===== src/rtl/i2c_tgt.sv =====
module i2c_tgt #(
  parameter logic [9:0] ADDR_RST = 10'h055
)(
  input  logic        clk,
  input  logic        rst_n,
  input  logic        reg_we,
  input  logic [2:0]  reg_addr,
  input  logic [15:0] reg_wdata,
  output logic [15:0] reg_rdata,
  input  logic        scl_i,
  output logic        scl_oe,
  input  logic        sda_i,
  output logic        sda_oe,
  output logic [7:0]  rx_data,
  output logic        rx_valid,
  output logic        irq
);
  localparam logic [2:0] A_CTRL = 3'd0, A_SAR = 3'd1, A_EN = 3'd2,
                         A_DATA = 3'd3, A_RAW = 3'd4, A_MASK = 3'd5;

  typedef enum logic [3:0] {S_IDLE, S_ADDR, S_ADDR2, S_ACK, S_RX,
                            S_TXW, S_TX, S_TXACK, S_SKIP} st_t;

  logic       ten, sdis, mst, en, rd_req, mask, hi_ok, nack;
  logic [9:0] sar;
  logic [7:0] sh, rxbuf;
  logic [3:0] cnt;
  logic [2:0] scl_q, sda_q;
  st_t        st, nxt;

  logic unused_wdata;
  assign unused_wdata = &{1'b0, reg_wdata[15:10]};

  wire scl_s = scl_q[1], scl_p = scl_q[2];
  wire sda_s = sda_q[1], sda_p = sda_q[2];
  wire rise  = scl_s & ~scl_p;
  wire fall  = ~scl_s & scl_p;
  wire start = scl_s & scl_p & sda_p & ~sda_s;
  wire stop  = scl_s & scl_p & ~sda_p & sda_s;
  wire active = en & ~sdis;
  wire busy_ok = active & ~start & ~stop;

  wire wr_ctrl = reg_we && reg_addr == A_CTRL;
  wire wr_sar  = reg_we && reg_addr == A_SAR;
  wire wr_en   = reg_we && reg_addr == A_EN;
  wire wr_data = reg_we && reg_addr == A_DATA;
  wire wr_raw  = reg_we && reg_addr == A_RAW;
  wire wr_mask = reg_we && reg_addr == A_MASK;

  wire hdr10 = sh[7:3] == 5'b11110 && sh[2:1] == sar[9:8];
  wire m7    = sh[7:1] == sar[6:0];
  wire last_bit = fall && cnt == 4'd8;

  wire req_set = busy_ok && fall &&
                 ((st == S_ACK && nxt == S_TXW) || (st == S_TXACK && !nack));

  always_ff @(posedge clk or negedge rst_n)
    if (!rst_n) begin
      scl_q <= 3'b111;
      sda_q <= 3'b111;
    end else begin
      scl_q <= {scl_q[1:0], scl_i};
      sda_q <= {sda_q[1:0], sda_i};
    end

  always_ff @(posedge clk or negedge rst_n)
    if (!rst_n) begin
      ten <= 1'b0; sdis <= 1'b0; mst <= 1'b0;
      sar <= ADDR_RST; en <= 1'b0; mask <= 1'b0; rd_req <= 1'b0;
    end else begin
      if (wr_ctrl && !en && !(reg_wdata[0] && !reg_wdata[6])) begin
        mst  <= reg_wdata[0];
        ten  <= reg_wdata[3];
        sdis <= reg_wdata[6];
      end
      if (wr_sar && !en) sar <= reg_wdata[9:0];
      if (wr_en)   en   <= reg_wdata[0];
      if (wr_mask) mask <= reg_wdata[5];
      if (req_set) rd_req <= 1'b1;
      else if (wr_raw && reg_wdata[5]) rd_req <= 1'b0;
    end

  always_ff @(posedge clk or negedge rst_n)
    if (!rst_n) begin
      st <= S_IDLE; nxt <= S_IDLE; sh <= '0; cnt <= '0;
      hi_ok <= 1'b0; nack <= 1'b0; rxbuf <= '0; rx_valid <= 1'b0;
    end else begin
      rx_valid <= 1'b0;
      if (!active) begin
        st <= S_IDLE; hi_ok <= 1'b0;
      end else if (start) begin
        st <= S_ADDR; cnt <= '0;
      end else if (stop) begin
        st <= S_IDLE; hi_ok <= 1'b0;
      end else begin
        case (st)
          S_ADDR, S_ADDR2, S_RX:
            if (rise) begin
              sh  <= {sh[6:0], sda_s};
              cnt <= cnt + 4'd1;
            end else if (last_bit) begin
              cnt <= '0;
              st  <= S_ACK;
              if (st == S_RX) begin
                rx_valid <= 1'b1; rxbuf <= sh; nxt <= S_RX;
              end else if (st == S_ADDR2) begin
                if (sh == sar[7:0]) begin nxt <= S_RX; hi_ok <= 1'b1; end
                else begin st <= S_SKIP; hi_ok <= 1'b0; end
              end else if (!ten) begin
                if (m7) nxt <= sh[0] ? S_TXW : S_RX;
                else st <= S_SKIP;
              end else if (hdr10 && !sh[0]) begin
                nxt <= S_ADDR2; hi_ok <= 1'b0;
              end else if (hdr10 && hi_ok) begin
                nxt <= S_TXW;
              end else begin
                st <= S_SKIP; hi_ok <= 1'b0;
              end
            end
          S_ACK:
            if (fall) begin st <= nxt; cnt <= '0; end
          S_TXW:
            if (wr_data) begin st <= S_TX; sh <= reg_wdata[7:0]; cnt <= '0; end
          S_TX:
            if (fall) begin
              sh  <= {sh[6:0], 1'b1};
              cnt <= cnt + 4'd1;
              if (cnt == 4'd7) st <= S_TXACK;
            end
          S_TXACK:
            if (rise) nack <= sda_s;
            else if (fall) st <= nack ? S_SKIP : S_TXW;
          default: ;
        endcase
      end
    end

  assign sda_oe  = (st == S_ACK) | (st == S_TX & ~sh[7]);
  assign scl_oe  = st == S_TXW;
  assign rx_data = rxbuf;
  assign irq     = rd_req & mask;

  always_comb
    case (reg_addr)
      A_CTRL:  reg_rdata = {9'b0, sdis, 2'b0, ten, 2'b0, mst};
      A_SAR:   reg_rdata = {6'b0, sar};
      A_EN:    reg_rdata = {15'b0, en};
      A_DATA:  reg_rdata = {8'b0, rxbuf};
      A_RAW:   reg_rdata = {10'b0, rd_req, 5'b0};
      A_MASK:  reg_rdata = {10'b0, mask, 5'b0};
      default: reg_rdata = '0;
    endcase
endmodule


===== config.mk =====
export PLATFORM = sky130hd
export DESIGN_NAME = i2c_tgt
export DESIGN_NICKNAME = d
export VERILOG_FILES = /design/src/rtl/i2c_tgt.sv
export SDC_FILE = /design/constraint.sdc
export NUM_CORES = 1
export LEC_CHECK = 0
export BUFFER_PORTS_ARGS = -buffer_cell sky130_fd_sc_hd__buf_2
export CORE_UTILIZATION = 60
export DETAILED_ROUTE_END_ITERATION = 6
export PLACE_DENSITY = 0.82
export SYNTH_ARGS = -nofsm -noshare
export SYNTH_HDL_FRONTEND = slang
export SYNTH_SLANG_ARGS = --single-unit

===== constraint.sdc =====
create_clock -name clk -period 2.94 [get_ports clk]
set_input_delay 0.588 -clock clk [delete_from_list [all_inputs] [get_ports clk]]
set_output_delay 0.588 -clock clk [all_outputs]
set_load 0.02 [all_outputs]

### Word-level counts from Yosys, hierarchy flattened

Index checks and enable logic that the tools add are counted.

* add/subtract/negate cells: 1
* eq/ne operators: 45
* muxes and demuxes: 62
* bitwise logic cells: 22
* reductions and logical operators: 38

Operators with widths (count)
* $mux 4: 33
* $pmux 10 s6: 1
* $ne 5x5->1 const B: 8
* $reduce_and 7->1: 4
* $eq 4x3->1 const B: 6
* $mux 8: 3
* $pmux 8 s3: 1
* $mux 1: 22
* $pmux 4 s5: 1
* $logic_and 1x1->1: 19
* $reduce_and 9->1: 2
* $pmux 4 s4: 1
* $and 1x1->1: 12
* $ne 3x3->1 const B: 4
* $ne 3x2->1 const B: 3
* $not 1->1: 9
* $eq 4x2->1 const B: 2
* $eq 8x8->1: 1
* $ne 2x2->1 const B: 4
* $ne 8x4->1 const B: 1
* $eq 7x7->1: 1
* $eq 3x2->1 const B: 2
* $eq 3x3->1 const B: 2
* $eq 5x5->1 const B: 1
* other kinds (21): 25

* register bits: 53
* input port bits: 24
* output and inout port bits: 28

### Logic depth before layout (Yosys ltp)

* depth after elaboration: 14
* gate-level depth with buffers: 8
* mapped depth without buffers: 8

### Worst setup path before layout

OpenSTA, ideal clock, no wires.

* path type: input port to output port
* start point: input port reg_addr[0]
* end point: output port reg_rdata[9]
* arrival time: 1656 ps
* data required time: 2352 ps
* path slack: 696 ps
* stages: 3
* path buffers: 1
* path through: buf_1 nand2b_1 nor3b_1

* longest elaborated chain between the ends: 2
* elaborated cells between the ends (all ways): 7
* classes of those cells: 5 x eq/ne; 1 x mux; 1 x reduce/logical

RTL lines
* start, declared: line 7 `input logic [2:0] reg_addr,`
* $eq 3x3->1 (tied with other cells): line 144 `case (reg_addr)`
* $pmux 10 s6 *: line 144
* end, declared: line 9 `output logic [15:0] reg_rdata,`

Mark *: on every way between the ends. The rest lies on a longest branch, timed or not.

### Worst setup path after layout

* start point: register st[0]
* end point: output port scl_oe

* longest elaborated chain between the ends: 1

RTL lines
* start, declared: line 29 `st_t st, nxt;`
* start signal, assigned: line 132 `else if (fall) st <= nack ? S_SKIP : S_TXW;`
* $eq 4x3->1: line 139 `assign scl_oe = st == S_TXW;`
* end, declared: line 11 `output logic scl_oe,`

No other way between the ends.

==> metrics <==
antenna-violating nets left 0; Mapped Cells 304; Ys Warns 0; Core Footprint 0.005107 mm2; hold slack 0.2718 ns; Max VDD drop 0.0003618 V; crit path buf inv count 2; Unique masters post-synth 61; Setup crit end scl_oe; Leak 1.631 nW; Top delay family on crit path flip-flops; DR pass1 iterations 4; first-pass GRT wire length 10.49 mm; die area 0.005568 mm2; Max Buffers Root-to-Sink 2; I/O Buffers 39; final setup fails 0; Final Hold Vio Count 0; CP Launch Type flop; Crit. path cell count 3; drt initial violations 200; CTS-repair resized insts 0; # rows 26; number of synthesized flops with an enable pin 0; clock skew 0.01531 ns; antenna violations before repair 0; TritonCTS Buffers 5; Worst setup EP type output port; fin nets 364; worst reg2reg endpoint st[2]; WL final 6.739 mm; fmax 0.3825 GHz; worst r2r path cells 6; unrepaired setup endpoints after global routing false; gr usage total 25.68%; post-synthesis sequential area ratio 41.52%; Slew headroom 49.26%; DRC 0; Post-Syn Area 0.003164 mm2; ys async rst share 100.0%; CP arrival 2.03 ns; H-tree levels 2; P per Cell Area 480.0 mW/mm2; min Tclk post-route 2.614 ns; crit path kind flop to output port; worst setup path startpoint st[0]; post-CTS setup buffer count 0; WL per Instance 16.48 um; Worst-Margin Slew 0.7610 ns; HP Class primary input to async pin; starting density of the core 61.95%; Root Driver clkbuf_8; Final Cycle Share 88.92%; die height 74.62 um; status finished clean; worst-path fanout max 25; required time worst endpoint 2.35 ns; GRT overflow 0; Reg clk slew, reported paths 0.10 ns; DR vias/cell 5.914; TNS Setup 0 ns; Antenna Cells 0; Top FF cell, synth dfrtp_1; worst reg2reg setup slack 0.60 ns; Die X 74.62 um; syn_area_per_cell 10.41 um2; largest net degree at the start of global routing 29; crit-path cells nor4bb_2, buf_4, buf_2; DR vias 2419; MaxCap Viol Count 0; Final GP Congestion 0.9081; area delta synth->final 9.925%; Max Slew Vio Count 0; Hold Buf Count CTS 0; io pins 52; layout cells sized above 1 30.38%; Critical R2R Launch st[0]; CTS sink cnt 52; CTS tree built; vias in the first global route 2126; placed wire-length estimate 4.893 mm; clock latency on the worst-skew pair 0.32 ns; CP peak stage delay 0.85 ns; register bit count reported by yosys 52; Worst path slowest cell dfrtp_1
-- worst min path at each step --
stage              from        to  slack, ns  cells after the start
6_report          rst_n       mst       0.27                      1
5_1_grt           rst_n       mst       0.32                      1
4_1_cts           rst_n       mst       0.30                      1
3_5_place_dp   sda_q[0]  sda_q[1]       0.35                      0
3_3_place_gp   sda_q[0]  sda_q[1]       0.35                      0
2_1_floorplan     rst_n    cnt[0]       0.29                      0
-- cells by family (layout without fill, tap and decap cells) --
group / Yosys count / in the layout / share of synthesized area [%]
AOI/OAI and AO/OA: 49 / 49 / 10.24
xor gates and xnor gates: 20 / 20 / 5.536
adders and majority gates: 3 / 3 / 1.107
buffers and inverters: 29 / 59 / 4.666
DFF: 52 / 52 / 41.52
muxes: 51 / 51 / 18.27
other: 1 / 6 / 0.1185
and+or+nand+nor: 99 / 99 / 18.55
-- metal layers --
| metal | GRT usage (%) | vias to the layer above | wire length (um) |
|---|---|---|---|
| met3 | 6.292 | 7 | 318 |
| met4 | 6.918 | 0 | 68 |
| met5 | 0 | - | 0 |
| met2 | 39.84 | 65 | 3153 |
| met1 | 36.18 | 1194 | 3198 |
| li1 | - | 1153 | - |
-- worst register-to-register path, stage by stage, from the launching register on --
cell and delay, ns:
dfrtp_1 0.67, nor4bb_1 0.50, a21oi_1 0.07, and3_1 0.22, nand3b_1 0.27, or3_1 0.40, a21oi_1 0.15
-- registers in the layout, summed over array words and instances, names as in the netlist --
| register | count |
|---|---|
| sar | 10 |
| rx_data | 8 |
| sh | 8 |
| cnt | 4 |
| st | 4 |
| nxt | 3 |
| scl_q | 3 |
| sda_q | 3 |
| en | 1 |
| hi_ok | 1 |
| mask | 1 |
| mst | 1 |
| nack | 1 |
| rd_req | 1 |
| rx_valid | 1 |
| sdis | 1 |
| ten | 1 |
-- power by group --
part / switching (mW) / leakage [nW] / internal, mW
logic: 0.166 / 0.924 / 0.162
registers: 0.101 / 0.664 / 0.809
clock network: 0.242 / 0.0434 / 0.191
-- cells in the final DEF, fill, tap and decap left out, drive strengths merged, types with 4 or more instances in the layout --
master,n
a21oi,14
buf,42
clkbuf,6
conb,6
dfrtp,42
dfstp,10
inv,9
mux2,41
mux2i,9
nand2,22
nand2b,8
nand3,9
nand4b,4
nor2,15
nor2b,8
nor3,8
nor4,6
o21ai,13
xor2,20
-- layout make-up --
type                            instances  area [um2]
Multi-Input combinational cell        228        1728
Fill cell                             421        1629
Sequential cell                        52        1314
Timing Repair Buffer                   42       217.7
Tap cell                               70       87.58
Clock buffer                            6       82.58
Inverter                                9       33.78
Clock inverter                          2       15.01
-- per-stage QoR --
stage               util [%]  std cells  area, um2  power, mW  setup WS (ns)
detailed placement     66.19        401       3381      1.250         0.5358
floorplan                  -        309       3183      1.145         0.6962
global placement       66.19        401       3381      1.231         0.5857
global route           68.10        409       3478      1.765         0.1979
CTS                    68.10        409       3478      1.676         0.3382
finish                 68.10        409       3478      1.670         0.3256
-- Yosys cell counts, types with 2 or more instances --
master,number,area [um2]
nor3_1,8,40.04
dfrtp_1,42,1051
nor4_1,5,31.28
a22o_1,2,17.52
buf_4,6,45.04
and4b_1,2,20.02
mux2_1,8,90.09
o21ai_1,4,20.02
o22ai_1,2,12.51
nor2b_1,8,50.05
buf_1,3,11.26
nand2_1,22,82.58
clkbuf_1,3,11.26
nand3_1,9,45.04
ha_1,2,25.02
a211o_1,3,26.28
and3_1,3,18.77
a21oi_1,14,70.07
and2_1,2,12.51
nand4b_1,4,35.03
mux2i_1,9,90.09
xor2_1,20,175.2
nor2_1,14,52.55
buf_2,7,35.03
inv_1,8,30.03
or3_1,2,12.51
o21ai_0,9,45.04
nor4bb_1,2,20.02
a31oi_1,2,12.51
dfstp_2,10,262.8
mux2_2,32,360.4
nand2b_1,8,50.05
No activity file was read; power rests on OpenSTA's default activity.
